--- config.mk ---
export PLATFORM = sky130hd
export DESIGN_NAME = atmr_voter
export DESIGN_NICKNAME = d
export VERILOG_FILES = /design/src/rtl/atmr_pkg.sv /design/src/rtl/atmr_bit_cell.sv /design/src/rtl/atmr_vote_array.sv /design/src/rtl/atmr_out_stage.sv /design/src/rtl/atmr_voter.sv
export SDC_FILE = /design/constraint.sdc
export NUM_CORES = 1
export LEC_CHECK = 0
export BUFFER_PORTS_ARGS = -buffer_cell sky130_fd_sc_hd__buf_2
export CAP_MARGIN = 0
export CORE_ASPECT_RATIO = 0.5
export CORE_UTILIZATION = 49
export CTS_BUF_LIST = sky130_fd_sc_hd__clkbuf_4 sky130_fd_sc_hd__clkbuf_8
export CTS_CLUSTER_DIAMETER = 80
export DETAILED_ROUTE_END_ITERATION = 12
export PLACE_DENSITY = 0.95
export RECOVER_POWER = 25
export SYNTH_ARGS = -nofsm -noshare
export SYNTH_HDL_FRONTEND = slang
export SYNTH_SLANG_ARGS = --single-unit
--- constraint.sdc ---
create_clock -name clk -period 1.4 [get_ports clk]
set_input_delay 0 -clock clk [delete_from_list [all_inputs] [get_ports clk]]
set_output_delay 0 -clock clk [all_outputs]
set_load 0.02 [all_outputs]
--- src/rtl/atmr_pkg.sv ---
package atmr_pkg;

   // Result of voting one bit position.
   typedef struct packed {
      logic vote;
      logic det;
   } atmr_bit_t;

   function automatic logic atmr_maj3(input logic a, input logic b, input logic c);
      return (a & b) | (a & c) | (b & c);
   endfunction

endpackage

--- src/rtl/atmr_bit_cell.sv ---
module atmr_bit_cell
   import atmr_pkg::*;
#(
   parameter bit ORDER_CHECK = 1'b1
) (
   input  logic      ex,
   input  logic      un,
   input  logic      ov,
   output atmr_bit_t res
);

   // Both approximations agree with each other yet oppose the exact copy.
   logic agree_fault;
   assign agree_fault = ~(un ^ ov) & (un ^ ex);

   assign res.vote = atmr_maj3(ex, un, ov);

   generate
      if (ORDER_CHECK) begin : g_order
         // under above over breaks the ordering under <= exact <= over
         assign res.det = agree_fault | (un & ~ov);
      end else begin : g_no_order
         assign res.det = agree_fault;
      end
   endgenerate

endmodule

--- src/rtl/atmr_vote_array.sv ---
module atmr_vote_array
   import atmr_pkg::*;
#(
   parameter int WIDTH       = 16,
   parameter bit ORDER_CHECK = 1'b1
) (
   input  logic [WIDTH-1:0] exact_d,
   input  logic [WIDTH-1:0] under_d,
   input  logic [WIDTH-1:0] over_d,
   output logic [WIDTH-1:0] vote_d,
   output logic [WIDTH-1:0] det_d
);

   generate
      if (WIDTH < 1) begin : g_bad_width
         $error("atmr_vote_array: WIDTH must be at least 1");
      end

      for (genvar i = 0; i < WIDTH; i++) begin : g_bit
         atmr_bit_t r;
         atmr_bit_cell #(.ORDER_CHECK(ORDER_CHECK)) u_cell (
            .ex  (exact_d[i]),
            .un  (under_d[i]),
            .ov  (over_d[i]),
            .res (r)
         );
         assign vote_d[i] = r.vote;
         assign det_d[i]  = r.det;
      end
   endgenerate

endmodule

--- src/rtl/atmr_out_stage.sv ---
module atmr_out_stage #(
   parameter int WIDTH = 16
) (
   input  logic             clk,
   input  logic             rst,
   input  logic             in_valid,
   input  logic [WIDTH-1:0] vote_d,
   input  logic [WIDTH-1:0] det_d,
   input  logic             err_clr,
   output logic [WIDTH-1:0] voted_q,
   output logic [WIDTH-1:0] detect_q,
   output logic             err_q,
   output logic             valid_q
);

   localparam logic [WIDTH-1:0] ZERO = '0;

   logic new_fault;
   assign new_fault = in_valid & (|det_d);

   always_ff @(posedge clk) begin
      if (rst) begin
         voted_q  <= ZERO;
         detect_q <= ZERO;
         err_q    <= 1'b0;
         valid_q  <= 1'b0;
      end else begin
         valid_q <= in_valid;
         if (in_valid) begin
            voted_q  <= vote_d;
            detect_q <= det_d;
         end
         // a fresh detection outranks the clear
         if (new_fault)    err_q <= 1'b1;
         else if (err_clr) err_q <= 1'b0;
      end
   end

   // without a clear the flag cannot drop
   p_err_hold_r7: assert property (@(posedge clk) disable iff (rst)
      err_q && !err_clr |=> err_q);

   // idle cycles keep the registered result
   p_idle_hold_r8: assert property (@(posedge clk) disable iff (rst)
      !in_valid |=> $stable(voted_q) && $stable(detect_q) && !valid_q);

endmodule

--- src/rtl/atmr_voter.sv ---
module atmr_voter #(
   parameter int WIDTH       = 16,
   parameter bit ORDER_CHECK = 1'b1
) (
   input  logic             clk,
   input  logic             rst,
   input  logic             in_valid,
   input  logic [WIDTH-1:0] exact_i,
   input  logic [WIDTH-1:0] under_i,
   input  logic [WIDTH-1:0] over_i,
   input  logic             err_clr,
   output logic [WIDTH-1:0] voted_o,
   output logic [WIDTH-1:0] detect_o,
   output logic             err_o,
   output logic             voted_valid_o
);

   localparam logic [WIDTH-1:0] ZERO = '0;

   logic [WIDTH-1:0] vote_w;
   logic [WIDTH-1:0] det_w;

   atmr_vote_array #(.WIDTH(WIDTH), .ORDER_CHECK(ORDER_CHECK)) u_array (
      .exact_d (exact_i),
      .under_d (under_i),
      .over_d  (over_i),
      .vote_d  (vote_w),
      .det_d   (det_w)
   );

   atmr_out_stage #(.WIDTH(WIDTH)) u_stage (
      .clk      (clk),
      .rst      (rst),
      .in_valid (in_valid),
      .vote_d   (vote_w),
      .det_d    (det_w),
      .err_clr  (err_clr),
      .voted_q  (voted_o),
      .detect_q (detect_o),
      .err_q    (err_o),
      .valid_q  (voted_valid_o)
   );

   // an ordered triple yields the exact copy and no detection
   p_ordered_exact_r2: assert property (@(posedge clk) disable iff (rst)
      in_valid && ((under_i & ~exact_i) == ZERO) && ((exact_i & ~over_i) == ZERO)
      |=> (voted_o == $past(exact_i)) && (detect_o == ZERO));

   // any detection in a sampled cycle raises the sticky flag
   p_err_set_r7: assert property (@(posedge clk) disable iff (rst)
      in_valid && (det_w != ZERO) |=> err_o);

   // the valid strobe reaches the output one edge later
   p_valid_delay_r10: assert property (@(posedge clk) disable iff (rst)
      in_valid |=> voted_valid_o);

endmodule

### Yosys cells after proc, flatten, opt, wreduce, memory -nomap -nowiden

Index checks and enable logic that the tools add are counted.

| word-level totals | value |
|---|---|
| bits in registers | 34 |
| logic and storage cells | 201 |

| operators by class | value |
|---|---|
| multiplexer cells | 2 |
| bitwise logic cells | 193 |
| reduce and logical (&&, ||, !) cells | 2 |

Operator list:

| kind | number |
|---|---|
| 1-bit AND | 81 |
| 1-bit bitwise OR | 48 |
| 1-bit inverter | 32 |
| 1-bit XOR | 32 |
| 16-bit OR reduction | 1 |
| 1-bit two-way mux | 2 |
| 2-bit nonzero test | 1 |

### Depth between registers and ports, before layout

Gate-level depths: netlist (run 1).

| logic depth | value |
|---|---|
| word-level depth | 7 |
| mapped depth | 5 |

### Modules after synthesis

A second synthesis (run 1) with hierarchy kept.

| unflattened totals | value |
|---|---|
| cell total of the unflattened synthesis | 162 |
| area total of the unflattened synthesis | 1,656.6 um^2 |

Modules (own cells, without submodules):

| module | instances | cells an instance | area each (um^2) |
|---|---|---|---|
| atmr_out_stage | 1 | 114 | 1,256.2 |
| atmr_bit_cell | 16 | 3 | 25.0 |

### Worst setup path after synthesis (run 1)

OpenSTA, ideal clock, no wires.

| timing | value |
|---|---|
| kind | input port to flip-flop |
| start point | input exact_i[8] |
| end point | register u_stage.err_q |
| arrival time | 0.720 ns |
| data required time | 1.283 ns |
| slack | 0.563 ns |
| stages | 5 |
| path buffers | 0 |
| path through | nor2_1 -> a21oi_1 -> nor4_2 -> nand4_1 -> a22o_1 |

| on the way | value |
|---|---|
| cells in the longest elaborated chain, start to end | 6 |

Ends and longest elaborated chain:

| element | line | RTL |
|---|---|---|
| start: declaration | atmr_voter.sv:8 | `input logic [WIDTH-1:0] exact_i,` |
| 1-bit XOR (*) | atmr_bit_cell.sv:14 | `assign agree_fault = ~(un ^ ov) & (un ^ ex);` |
| 1-bit AND (*) | atmr_bit_cell.sv:14 |  |
| 1-bit bitwise OR (*) | atmr_bit_cell.sv:21 | `assign res.det = agree_fault \| (un & ~ov);` |
| 16-bit OR reduction (*) | atmr_out_stage.sv:19 | `assign new_fault = in_valid & (\|det_d);` |
| 1-bit AND (*) | atmr_out_stage.sv:19 |  |
| 1-bit two-way mux / 2-bit nonzero test (equally long branches) | n/a |  |
| end signal: assignment | atmr_out_stage.sv:25 | `err_q <= 1'b0;` |
| end signal: assignment | atmr_out_stage.sv:34 | `if (new_fault) err_q <= 1'b1;` |
| end signal: assignment | atmr_out_stage.sv:35 | `else if (err_clr) err_q <= 1'b0;` |
| end: declaration | atmr_out_stage.sv:12 | `output logic err_q,` |

Every way passes the cells marked *; elsewhere a longest branch is shown, timed or not.
A chain may end at the register's enable or synchronous reset.

### Worst setup path in the final report (run 1)

| timing | value |
|---|---|
| start point | input in_valid |
| end point | register u_stage.err_q |

| on the way | value |
|---|---|
| cells in the longest elaborated chain, start to end | 2 |

Ends and longest elaborated chain:

| element | line | RTL |
|---|---|---|
| start: declaration | atmr_voter.sv:7 | `input logic in_valid,` |
| 1-bit AND (*) | atmr_out_stage.sv:19 |  |
| 1-bit two-way mux / 2-bit nonzero test (equally long branches) | n/a |  |

Marks and branches as above.

==> results_tabular.tex, run 1 <==
\begin{tabular}{lr}
\hline
Metric & Value \\
\hline
\multicolumn{2}{l}{\textbf{Logic synthesis}} \\
\quad Largest cells by area after synthesis & sky130\_fd\_sc\_hd\_\_dfxtp\_1 45\%, sky130\_fd\_sc\_hd\_\_nor2\_1 11\%, sky130\_fd\_sc\_hd\_\_mux2i\_1 11\% \\
\quad Flop and latch count out of synthesis & 34 \\
\quad Post-synth top area share & 0.450 \\
\quad Synthesized area divided by synthesized cell count & 8.41 um\^{}2 \\
\quad Cell area after synthesis & 1510 um\^{}2 \\
\quad Synth cell types & 19 \\
\quad Synthesized netlist cell count & 180 \\
\quad Most area-hungry cell type in the Yosys netlist & sky130\_fd\_sc\_hd\_\_dfxtp\_1 \\
\quad Part of the Yosys area used for sequential elements & 0.450 \\
\quad Number of warnings reported in the yosys synthesis log & 0 \\
\quad Net count after synthesis & 232 \\
\multicolumn{2}{l}{\textbf{Timing}} \\
\quad Worst clock skew & 0 ps \\
\quad Unrepaired setup endpoints after global routing & false \\
\quad Fmax & 0.961 GHz \\
\quad Period Utilization, post-route & 0.743 \\
\quad Max\_slew headroom & 0.406 \\
\quad Worst setup margin & 360 ps \\
\quad Total count of max-transition violations in the final report & 0 \\
\quad Final Hold Fails & 0 \\
\quad Tightest hold margin & 3.71 ps \\
\quad Final setup violation count & 0 \\
\quad Final TNS setup & 0 ps \\
\quad Actual slew at the worst max-slew pin & 892 ps \\
\quad Time the worst path needs with I/O delays and setup & 1040 ps \\
\multicolumn{2}{l}{\textbf{Floorplanning}} \\
\quad Io pins & 86 \\
\quad Die X & 80.6 um \\
\quad Overall die height & 41.3 um \\
\quad Area of the die & 3330 um\^{}2 \\
\quad Row count & 13 \\
\quad Core area & 2770 um\^{}2 \\
\quad Starting Density & 0.548 \\
\multicolumn{2}{l}{\textbf{Cells and area}} \\
\quad Leading cell types in the layout, fill and taps excluded & 84 x sky130\_fd\_sc\_hd\_\_buf\_2, 43 x sky130\_fd\_sc\_hd\_\_nor2\_1, 34 x sky130\_fd\_sc\_hd\_\_dfxtp\_1 \\
\quad Most frequent standard cell in the layout excluding fill and tap cells & sky130\_fd\_sc\_hd\_\_buf\_2 \\
\quad Net count, final & 317 \\
\quad Finished layout cell area & 2070 um\^{}2 \\
\quad Antenna Diode Count & 0 \\
\quad Fraction of final layout cells with drive strength greater than 1 & 0.364 \\
\quad Area grow syn2layout & 36.9\% \\
\multicolumn{2}{l}{\textbf{Pwr}} \\
\quad Net switching fraction of the power & 0.285 \\
\quad LEAKAGE & 0.00103 uW \\
\quad Net load switching power & 644 uW \\
\quad Seq pwr share & 0.475 \\
\quad Max rail drop VDD & 0.701 mV \\
\quad Fraction of power consumed by combinational cells & 0.216 \\
\quad Clock power share & 0.309 \\
\quad Power density of the placed cells & 1090 nW/um\^{}2 \\
\quad Sum of internal, switching and leakage power & 2260 uW \\
\quad Internal Pwr Total & 1620 uW \\
\multicolumn{2}{l}{\textbf{Worst setup path}} \\
\quad Element type at the critical path end & register \\
\quad Category of the worst setup path launch point & primary input \\
\quad Critical path launch point & in\_valid \\
\quad Number of cell instances on the worst register-to-register path & 2 \\
\quad Worst Path Required & 1630 ps \\
\quad Launching point of the worst reg2reg path & u\_stage.voted\_q[14] \\
\quad Setup Crit Path Kind & in2reg \\
\quad Arrival time at the worst endpoint & 1270 ps \\
\quad Max FO, Critical Path & 18 \\
\multicolumn{2}{l}{\textbf{Status}} \\
\quad Run status & finished, final reports clean \\
\multicolumn{2}{l}{\textbf{Clocking}} \\
\quad CTS tree & done \\
\quad Setup Buffers After CTS & 0 \\
\quad Skew-Pair Late Insertion Delay & 280 ps \\
\quad Gates resized, CTS repair & 0 \\
\quad H-tree depth & 2 \\
\quad Clock Tree Root & sky130\_fd\_sc\_hd\_\_clkbuf\_8 \\
\quad Num CTS Buffers & 5 \\
\quad Count of hold-fix buffers inserted at cts & 0 \\
\quad CTS max path bufs & 2 \\
\quad Clock tree sinks & 34 \\
\quad Clock transition at the register clock pins on the worst setup and hold paths after CTS & 60 ps \\
\multicolumn{2}{l}{\textbf{GRT}} \\
\quad Gr ovfl total & 0 \\
\quad Via count of the first global-routing pass & 1420 \\
\quad Initial antenna violation count & 0 \\
\quad Total Routing Usage GR & 0.242 \\
\quad First-pass GRT wire length & 5.88 mm \\
\quad Maximum number of pins on one net before global-route repair & 23 \\
\multicolumn{2}{l}{\textbf{Hold path}} \\
\quad Hold path startpoint & under\_i[7] \\
\quad Worst hold path cell count & 3 \\
\quad Worst hold path class & in2reg \\
\multicolumn{2}{l}{\textbf{Routing}} \\
\quad DRC violation count after routing & 0 \\
\quad Post-DR wirelength/cell & 13.0 um \\
\quad Total via count after detailed routing & 1643 \\
\quad Router iterations before antenna repair & 4 \\
\quad Antenna Violating Nets Remaining & 0 \\
\quad WL final & 3.91 mm \\
\quad Number of vias per cell after detailed routing & 5.46 \\
\quad First DRT Iteration DRCs & 51 \\
\multicolumn{2}{l}{\textbf{Placed design}} \\
\quad Post-DP Area & 1990 um\^{}2 \\
\quad Port Buf Inserts & 85 \\
\quad Hpwl dp & 2.99 mm \\
\quad Placer Congestion & 0.720 \\
\quad Worst slack after detailed placement & 317 ps \\
\multicolumn{2}{l}{\textbf{Flow run}} \\
\quad Max-capacitance violation count & 0 \\
\hline
\end{tabular}
-- registers in the layout, indices dropped and copies added (netlist names) --
signal	count
u_stage.detect_q	16
u_stage.voted_q	16
u_stage.err_q	1
u_stage.valid_q	1
-- Yosys cell counts --
master,instances
sky130_fd_sc_hd__nand4_1,1
sky130_fd_sc_hd__a21oi_1,10
sky130_fd_sc_hd__buf_1,1
sky130_fd_sc_hd__clkbuf_1,5
sky130_fd_sc_hd__a311oi_1,16
sky130_fd_sc_hd__mux2i_1,16
sky130_fd_sc_hd__nand2_1,16
sky130_fd_sc_hd__nor4_2,1
sky130_fd_sc_hd__nor2_1,43
sky130_fd_sc_hd__and4bb_2,1
sky130_fd_sc_hd__o21ai_0,16
sky130_fd_sc_hd__nor4b_2,1
sky130_fd_sc_hd__buf_2,4
sky130_fd_sc_hd__a211oi_1,6
sky130_fd_sc_hd__and4b_1,1
sky130_fd_sc_hd__dfxtp_1,34
sky130_fd_sc_hd__a22o_1,1
sky130_fd_sc_hd__nor2b_1,1
sky130_fd_sc_hd__inv_1,6
-- kinds of logic (layout without fill, tap and decap cells) --
family | after synthesis | after routing | synth area share
buf+inv | 16 | 100 | 0.0430
simple gates | 65 | 65 | 0.188
flops | 34 | 34 | 0.450
mux | 16 | 16 | 0.106
compound gates | 49 | 49 | 0.214
-- final timing paths --
path	to	slack, ps
max	u_stage.err_q	360
min reg2reg	u_stage.voted_q[15]	490
min	u_stage.voted_q[7]	4
max reg2reg	u_stage.voted_q[14]	670
-- critical path, stage by stage --
cell and delay [ps]:
sky130_fd_sc_hd__clkbuf_1 650, sky130_fd_sc_hd__buf_12 250, sky130_fd_sc_hd__nor2b_1 200, sky130_fd_sc_hd__a22o_1 170
-- cell type report --
cell class                 instances  area (um^2)
inverter                           6         22.5
tap                               37         46.3
clock buffer                       6         82.6
fill                             218          693
timing repair buffer              88          472
multi-input combinational        130          768
sequential                        34          681
-- power groups by stage --
stage,combinational (uW),clock (uW),sequential (uW)
after CTS,491,705,1070
after floorplan,181,0,1180
after detailed placement,488,0,1090
final,489,698,1080
after global placement,468,0,1090
after global routing,535,745,1080
-- layer usage --
metal / track usage / share of wire / up-vias
met5: 0 / 0 / -
met4: 0.129 / 0.018 / 0
met3: 0.0565 / 0.052 / 9
met2: 0.492 / 0.52 / 53
met1: 0.252 / 0.41 / 767
li1: - / - / 814
-- per-stage QoR --
| stage | instances | util |
|---|---|---|
| 6_report | 301 | 0.749 |
| 5_1_grt | 301 | 0.749 |
| 4_1_cts | 301 | 0.750 |
| 3_5_place_dp | 295 | 0.720 |
| 3_3_place_gp | 295 | 0.720 |
| 2_1_floorplan | 180 | - |
No activity file was read; power rests on OpenSTA's default activity.
==> run 2: changes to the inputs <==
--- a/config.mk
+++ b/config.mk
@@ -8,11 +8,11 @@
 export BUFFER_PORTS_ARGS = -buffer_cell sky130_fd_sc_hd__buf_2
 export CAP_MARGIN = 0
 export CORE_ASPECT_RATIO = 0.5
-export CORE_UTILIZATION = 49
+export CORE_UTILIZATION = 41
 export CTS_BUF_LIST = sky130_fd_sc_hd__clkbuf_4 sky130_fd_sc_hd__clkbuf_8
 export CTS_CLUSTER_DIAMETER = 80
 export DETAILED_ROUTE_END_ITERATION = 12
-export PLACE_DENSITY = 0.95
+export PLACE_DENSITY = 0.89
 export RECOVER_POWER = 25
 export SYNTH_ARGS = -nofsm -noshare
 export SYNTH_HDL_FRONTEND = slang
==> constraint.sdc (replaced) <==
create_clock -name clk -period 0.95 [get_ports clk]
set_input_delay 0 -clock clk [delete_from_list [all_inputs] [get_ports clk]]
set_output_delay 0 -clock clk [all_outputs]
set_load 0.02 [all_outputs]
==> results_tabular.tex, run 2 (same netlist as run 1, synthesis figures left out) <==
\begin{tabular}{lr}
\hline
Metric & Value \\
\hline
\multicolumn{2}{l}{\textbf{Timing}} \\
\quad Unrepaired setup endpoints after global routing & false \\
\quad Fmax & 1.12 GHz \\
\quad Final Hold Fails & 0 (unchanged) \\
\quad Actual slew at the worst max-slew pin & 696 ps (-196 ps) \\
\quad Period Utilization, post-route & 0.940 \\
\quad Total count of max-transition violations in the final report & 0 (unchanged) \\
\quad Worst clock skew & 0 ps (unchanged) \\
\quad Final setup violation count & 0 (unchanged) \\
\quad Tightest hold margin & 6.00 ps (+2.29 ps) \\
\quad Max\_slew headroom & 0.536 (+0.131) \\
\quad Time the worst path needs with I/O delays and setup & 893 ps \\
\multicolumn{2}{l}{\textbf{Worst setup path}} \\
\quad Element type at the critical path end & register \\
\quad Category of the worst setup path launch point & primary input \\
\quad Worst reg2reg setup slack & 180 ps (-490 ps) \\
\quad Max FO, Critical Path & 3 (-15) \\
\quad Worst Path Required & 1130 ps (-500 ps) \\
\quad Arrival time at the worst endpoint & 1070 ps (-200 ps) \\
\quad Setup Crit Path Kind & in2reg \\
\multicolumn{2}{l}{\textbf{Floorplanning}} \\
\quad Area of the die & 3950 um\^{}2 (+19\%) \\
\quad Overall die height & 45.0 um (+8.9\%) \\
\quad Io pins & 86 (unchanged) \\
\quad Starting Density & 0.436 (-0.111) \\
\quad Core area & 3470 um\^{}2 (+26\%) \\
\quad Row count & 15 (+2) \\
\quad Die X & 87.9 um (+9.1\%) \\
\multicolumn{2}{l}{\textbf{Hold path}} \\
\quad Worst hold path class & in2reg \\
\multicolumn{2}{l}{\textbf{GRT}} \\
\quad Via count of the first global-routing pass & 1593 (+12\%) \\
\quad Total Routing Usage GR & 0.236 (-0.00661) \\
\quad Initial antenna violation count & 0 (unchanged) \\
\quad First-pass GRT wire length & 7.00 mm (+19\%) \\
\quad Maximum number of pins on one net before global-route repair & 42 (+83\%) \\
\quad Gr ovfl total & 0 (unchanged) \\
\multicolumn{2}{l}{\textbf{Routing}} \\
\quad Post-DR wirelength/cell & 13.1 um (+0.70\%) \\
\quad Number of vias per cell after detailed routing & 5.13 (-6.0\%) \\
\quad First DRT Iteration DRCs & 57 (+12\%) \\
\quad Total via count after detailed routing & 1729 (+5.2\%) \\
\quad Router iterations before antenna repair & 4 (unchanged) \\
\quad DRC violation count after routing & 0 (unchanged) \\
\quad Antenna Violating Nets Remaining & 0 (unchanged) \\
\quad WL final & 4.41 mm (+13\%) \\
\multicolumn{2}{l}{\textbf{Cells and area}} \\
\quad Area grow syn2layout & 49.6\% \\
\quad Finished layout cell area & 2260 um\^{}2 (+9.3\%) \\
\quad Antenna Diode Count & 0 (unchanged) \\
\quad Most frequent standard cell in the layout excluding fill and tap cells & sky130\_fd\_sc\_hd\_\_buf\_2 \\
\quad Fraction of final layout cells with drive strength greater than 1 & 0.406 (+0.0420) \\
\quad Leading cell types in the layout, fill and taps excluded & 85 x sky130\_fd\_sc\_hd\_\_buf\_2, 43 x sky130\_fd\_sc\_hd\_\_nor2\_1, 34 x sky130\_fd\_sc\_hd\_\_dfxtp\_1 \\
\quad Top flop regs & u\_stage.detect\_q: 16 flops, u\_stage.voted\_q: 16 flops \\
\quad Net count, final & 337 (+6.3\%) \\
\multicolumn{2}{l}{\textbf{Placed design}} \\
\quad Hpwl dp & 3.30 mm (+10\%) \\
\quad Placer Congestion & 0.759 (+5.4\%) \\
\quad Port Buf Inserts & 85 (unchanged) \\
\quad Post-DP Area & 2140 um\^{}2 (+7.3\%) \\
\multicolumn{2}{l}{\textbf{Clocking}} \\
\quad Gates resized, CTS repair & 0 (unchanged) \\
\quad Num CTS Buffers & 5 (unchanged) \\
\quad CTS max path bufs & 2 (unchanged) \\
\quad CTS tree & done \\
\quad H-tree depth & 2 (unchanged) \\
\quad Clock Tree Root & sky130\_fd\_sc\_hd\_\_clkbuf\_8 \\
\quad Setup Buffers After CTS & 0 (unchanged) \\
\quad Clock transition at the register clock pins on the worst setup and hold paths after CTS & 70 ps (about the same) \\
\quad Count of hold-fix buffers inserted at cts & 3 (+3) \\
\quad Skew-Pair Late Insertion Delay & 280 ps (about the same) \\
\quad Clock tree sinks & 34 (unchanged) \\
\multicolumn{2}{l}{\textbf{Pwr}} \\
\quad LEAKAGE & 0.00113 uW (+11\%) \\
\quad Power density of the placed cells & 1650 nW/um\^{}2 (+51\%) \\
\quad Max rail drop VDD & 0.677 mV (-3.4\%) \\
\multicolumn{2}{l}{\textbf{Flow run}} \\
\quad Max-capacitance violation count & 0 (unchanged) \\
\multicolumn{2}{l}{\textbf{Status}} \\
\quad Run status & finished, final reports clean \\
\hline
\end{tabular}
==> run 2: routing by layer <==
layer / track usage / vias up / routed length [um]
met5: 0 / - / 0
met4: 0.105 / 0 / 85
met3: 0.0603 / 10 / 225
met2: 0.425 / 45 / 2270
met1: 0.271 / 816 / 1820
li1: - / 858 / -
==> run 2: area by class of cell <==
| class | count | area (um^2) |
|---|---|---|
| Multi-Input combinational cell | 130 | 768 |
| Sequential cell | 34 | 681 |
| Clock buffer | 7 | 83.8 |
| Timing Repair Buffer | 108 | 616 |
| Tap cell | 51 | 63.8 |
| Inverter | 6 | 22.5 |
| Fill cell | 294 | 1210 |
| Clock inverter | 1 | 30.0 |
==> run 2: final timing paths <==
| check | from | end | cells past startpoint |
|---|---|---|---|
| worst min register to register | u_stage.voted_q[13] | u_stage.voted_q[13] | 2 |
| worst max-delay path | exact_i[8] | u_stage.err_q | 6 |
| worst max register to register | u_stage.voted_q[8] | u_stage.voted_q[8] | 2 |
| worst min-delay path | exact_i[6] | u_stage.voted_q[6] | 3 |
==> run 2: power breakdown <==
group / total [uW] / internal [uW] / switching [uW]
clock: 1360 / 842 / 521
sequential: 1590 / 1530 / 53.0
combinational: 786 / 340 / 447
==> run 2: metrics by stage <==
step | total power, uW | setup TNS [ps] | std cells | setup WS (ps) | utilization
2_1_floorplan | 2010 | 0 | 180 | 113 | -
3_3_place_gp | 2360 | -124 | 326 | -124 | 0.615
3_5_place_dp | 2400 | -240 | 326 | -240 | 0.615
4_1_cts | 3750 | 0 | 337 | 57.7 | 0.657
5_1_grt | 3930 | 0 | 337 | 19.8 | 0.652
6_report | 3740 | 0 | 337 | 56.7 | 0.652
==> run 2: critical path, stage by stage <==
cell and delay (ps):
sky130_fd_sc_hd__buf_2 120, sky130_fd_sc_hd__nor2_1 120, sky130_fd_sc_hd__a21oi_1 80, sky130_fd_sc_hd__nor4_2 360
sky130_fd_sc_hd__nand4_1 140, sky130_fd_sc_hd__a22o_1 250
==> run 3: changes to the inputs <==
--- a/config.mk
+++ b/config.mk
@@ -5,6 +5,8 @@
 export SDC_FILE = /design/constraint.sdc
 export NUM_CORES = 1
 export LEC_CHECK = 0
+export ABC_AREA = 1
+export ABC_CLOCK_PERIOD_IN_PS = 950
 export BUFFER_PORTS_ARGS = -buffer_cell sky130_fd_sc_hd__buf_2
 export CAP_MARGIN = 0
 export CORE_ASPECT_RATIO = 0.5
@@ -12,7 +14,7 @@
 export CTS_BUF_LIST = sky130_fd_sc_hd__clkbuf_4 sky130_fd_sc_hd__clkbuf_8
 export CTS_CLUSTER_DIAMETER = 80
 export DETAILED_ROUTE_END_ITERATION = 12
-export PLACE_DENSITY = 0.89
+export PLACE_DENSITY = 0.88
 export RECOVER_POWER = 25
 export SYNTH_ARGS = -nofsm -noshare
 export SYNTH_HDL_FRONTEND = slang
==> results_tabular.tex, run 3 <==
\begin{tabular}{lr}
\hline
Metric & Value \\
\hline
\multicolumn{2}{l}{\textbf{Logic synthesis}} \\
\quad Flop and latch count out of synthesis & 34 (unchanged) \\
\quad Post-synth top area share & 0.430 (-0.0195) \\
\quad Synth cell types & 13 (-6) \\
\quad Most instantiated flip-flop cell in the synthesis netlist & sky130\_fd\_sc\_hd\_\_dfxtp\_1 \\
\quad Number of warnings reported in the yosys synthesis log & 0 (unchanged) \\
\quad Leading cell type by number of instances after synthesis & sky130\_fd\_sc\_hd\_\_nand2\_1 \\
\quad Share of synthesized registers carrying an async set or reset & 0 (unchanged) \\
\quad Leading cell types by count after synthesis & 57 x sky130\_fd\_sc\_hd\_\_nand2\_1, 42 x sky130\_fd\_sc\_hd\_\_nor2\_1, 34 x sky130\_fd\_sc\_hd\_\_dfxtp\_1 \\
\quad Largest cells by area after synthesis & sky130\_fd\_sc\_hd\_\_dfxtp\_1 43\%, sky130\_fd\_sc\_hd\_\_nand2\_1 14\%, sky130\_fd\_sc\_hd\_\_nor2\_1 10\% \\
\quad Count of flip-flops with a built-in enable after synthesis & 0 (unchanged) \\
\quad Synthesized area divided by synthesized cell count & 6.62 um\^{}2 (-21\%) \\
\quad Cell area after synthesis & 1580 um\^{}2 (+4.5\%) \\
\quad Synthesized netlist cell count & 239 (+33\%) \\
\quad Net count after synthesis & 291 (+25\%) \\
\quad Part of the Yosys area used for sequential elements & 0.430 (-0.0195) \\
\quad Most area-hungry cell type in the Yosys netlist & sky130\_fd\_sc\_hd\_\_dfxtp\_1 \\
\multicolumn{2}{l}{\textbf{Clocking}} \\
\quad H-tree depth & 2 (unchanged) \\
\quad Skew-Pair Late Insertion Delay & 290 ps (about the same) \\
\quad Clock transition at the register clock pins on the worst setup and hold paths after CTS & 80 ps (about the same) \\
\quad Clock Tree Root & sky130\_fd\_sc\_hd\_\_clkbuf\_8 \\
\quad CTS tree & done \\
\quad Clock tree sinks & 34 (unchanged) \\
\quad CTS max path bufs & 2 (unchanged) \\
\quad Num CTS Buffers & 5 (unchanged) \\
\multicolumn{2}{l}{\textbf{Timing}} \\
\quad Worst clock skew & 0 ps (unchanged) \\
\quad Total count of max-transition violations in the final report & 0 (unchanged) \\
\quad Worst setup margin & -1.27 ps (-58.0 ps) \\
\quad Period Utilization, post-route & 1.00 (+0.0610) \\
\quad Tightest hold margin & -7.42 ps (-13.4 ps) \\
\quad Final Hold Fails & 1 (+1) \\
\quad Fmax & 1.05 GHz (-6.1\%) \\
\quad Actual slew at the worst max-slew pin & 322 ps (-374 ps) \\
\quad Final setup violation count & 1 (+1) \\
\quad Time the worst path needs with I/O delays and setup & 951 ps (+58.0 ps) \\
\quad Final TNS setup & -1.27 ps (-1.27 ps) \\
\quad Max\_slew headroom & 0.783 (+0.247) \\
\multicolumn{2}{l}{\textbf{Cells and area}} \\
\quad Antenna Diode Count & 0 (unchanged) \\
\quad Leading cell types in the layout, fill and taps excluded & 84 x sky130\_fd\_sc\_hd\_\_buf\_2, 57 x sky130\_fd\_sc\_hd\_\_nand2\_1, 42 x sky130\_fd\_sc\_hd\_\_nor2\_1 \\
\quad Fraction of final layout cells with drive strength greater than 1 & 0.279 (-0.127) \\
\quad Area grow syn2layout & 65.7\% \\
\quad Most frequent standard cell in the layout excluding fill and tap cells & sky130\_fd\_sc\_hd\_\_buf\_2 \\
\quad Core utilization of the finished layout & 0.735 (+0.0832) \\
\quad Net count, final & 417 (+24\%) \\
\quad Top flop regs & u\_stage.detect\_q: 16 flops, u\_stage.voted\_q: 16 flops \\
\quad Final Non-Filler Cells & 417 (+24\%) \\
\multicolumn{2}{l}{\textbf{GRT}} \\
\quad Gr ovfl total & 0 (unchanged) \\
\quad Via count of the first global-routing pass & 1844 (+16\%) \\
\quad Total Routing Usage GR & 0.253 (+0.0173) \\
\quad Maximum number of pins on one net before global-route repair & 34 (-19\%) \\
\quad Initial antenna violation count & 0 (unchanged) \\
\quad First-pass GRT wire length & 8.05 mm (+15\%) \\
\multicolumn{2}{l}{\textbf{Worst setup path}} \\
\quad Crit path largest cell delay & 540 ps (+180 ps) \\
\quad Critical Path, Cell by Cell & dlygate4sd3\_1 > buf\_4 > clkinv\_4 > clkbuf\_16 > o21ai\_0 > nor2\_1 \\
\quad Setup Crit Path Kind & in2reg \\
\quad Element type at the critical path end & register \\
\quad Arrival time at the worst endpoint & 1180 ps (+110 ps) \\
\quad Max stage delay cell, worst path & sky130\_fd\_sc\_hd\_\_dlygate4sd3\_1 \\
\quad Critical path buffer and inverter count & 4 (+3) \\
\quad Max FO, Critical Path & 16 (+13) \\
\quad Worst Path Required & 1180 ps (+50 ps) \\
\quad Crit path max-delay family & buffers and inverters \\
\quad Category of the worst setup path launch point & primary input \\
\multicolumn{2}{l}{\textbf{Routing}} \\
\quad Total via count after detailed routing & 2182 (+26\%) \\
\quad Number of vias per cell after detailed routing & 5.23 (+2.0\%) \\
\quad First DRT Iteration DRCs & 255 (+350\%) \\
\quad Router iterations before antenna repair & 5 (+1) \\
\quad Post-DR wirelength/cell & 14.5 um (+11\%) \\
\quad DRC violation count after routing & 0 (unchanged) \\
\quad WL final & 6.07 mm (+38\%) \\
\quad Antenna Violating Nets Remaining & 0 (unchanged) \\
\multicolumn{2}{l}{\textbf{Pwr}} \\
\quad Power density of the placed cells & 1400 nW/um\^{}2 (-15\%) \\
\quad LEAKAGE & 0.00136 uW (+20\%) \\
\quad Sum of internal, switching and leakage power & 3680 uW (-1.5\%) \\
\quad Max rail drop VDD & 0.934 mV (+38\%) \\
\multicolumn{2}{l}{\textbf{Status}} \\
\quad Run status & finished with violations \\
\quad Violated checks & negative hold slack, negative setup slack \\
\multicolumn{2}{l}{\textbf{Floorplanning}} \\
\quad Area of the die & 4130 um\^{}2 (+4.4\%) \\
\quad Overall die height & 45.9 um (+2.1\%) \\
\quad Starting Density & 0.444 (+0.00782) \\
\quad Core area & 3570 um\^{}2 (+2.7\%) \\
\quad Row count & 15 (unchanged) \\
\quad Io pins & 86 (unchanged) \\
\quad Die X & 89.9 um (+2.2\%) \\
\multicolumn{2}{l}{\textbf{Hold path}} \\
\quad Worst hold path class & in2reg \\
\multicolumn{2}{l}{\textbf{Placed design}} \\
\quad Hpwl dp & 3.12 mm (-5.3\%) \\
\quad Port Buf Inserts & 85 (unchanged) \\
\quad Placer Congestion & 0.709 (-6.6\%) \\
\quad Number of cells in the design after placement & 369 (+13\%) \\
\multicolumn{2}{l}{\textbf{Flow run}} \\
\quad Max-capacitance violation count & 0 (unchanged) \\
\hline
\end{tabular}
run 3: cell count changes in the layout (fill, tap and decap cells not counted), sizes merged, moves of 2 or more:
cell,change
clkinv,+2
mux2i,-16
nand3,+3
a31oi,+21
a311oi,-16
inv,+17
a211oi,-6
a21oi,-10
buf,-16
o21ai,+31
nand2,+41
dlygate4sd3,+34
run 3: per-stage QoR:
| stage | setup slack (ps) | area (um^2) |
|---|---|---|
| detailed placement | 129 | 2070 |
| global placement | 123 | 2070 |
| CTS | 3.35 | 2540 |
| floorplan | 264 | 1580 |
| finish | -1.27 | 2620 |
| global route | -38.4 | 2620 |
run 3: cell families (layout without fill, tap and decap cells):
| family | count (synthesis) | in the layout | synth area share |
|---|---|---|---|
| buffers and inverters | 33 | 160 | 0.0854 |
| AO/OA/AOI/OAI | 68 | 68 | 0.232 |
| flip-flops | 34 | 34 | 0.430 |
| AND/OR/NAND/NOR | 104 | 104 | 0.253 |
run 3: worst paths after layout:
check / start / to / slack (ps) / cells after the start
worst max-delay path: rst / u_stage.detect_q[6] / -1 / 6
worst min-delay path: exact_i[13] / u_stage.voted_q[13] / -7 / 3
worst max register to register: u_stage.detect_q[15] / u_stage.detect_q[15] / 200 / 2
worst min register to register: u_stage.detect_q[11] / u_stage.detect_q[11] / 490 / 2
run 3: power by group:
part           internal [uW]  total, uW  switching (uW)
clock network            583       1160             577
registers               1530       1590            57.1
logic                    412        932             520
total                   2530       3680            1150
run 3: worst reg2reg max path, cell delays in order (launching register included):
cell                      delay, ps
sky130_fd_sc_hd__dfxtp_1        310
sky130_fd_sc_hd__o21ai_0        240
sky130_fd_sc_hd__nor2_1          90
run 3: layout make-up:
type,instances,area (um^2)
multi-input combinational,172,767
timing repair buffer,128,921
clock inverter,2,12.5
tap,51,63.8
fill,271,943
clock buffer,6,82.6
inverter,24,95.1
sequential,34,681
run 3: per-layer routing:
| metal | wire (um) | up-vias | track usage |
|---|---|---|---|
| li1 | - | 1041 | - |
| met1 | 2440 | 1005 | 0.280 |
| met2 | 3000 | 111 | 0.488 |
| met3 | 402 | 25 | 0.0583 |
| met4 | 221 | 0 | 0.116 |
| met5 | 0 | - | 0 |
run 3: repair_timing:
action | in CTS | in global routing
resized for setup | 0 | 3
setup buffers | 0 | 0
endpoints found under the hold margin | 17 | 0
hold buffers | 37 | 0
endpoints found under the setup margin | 0 | 24
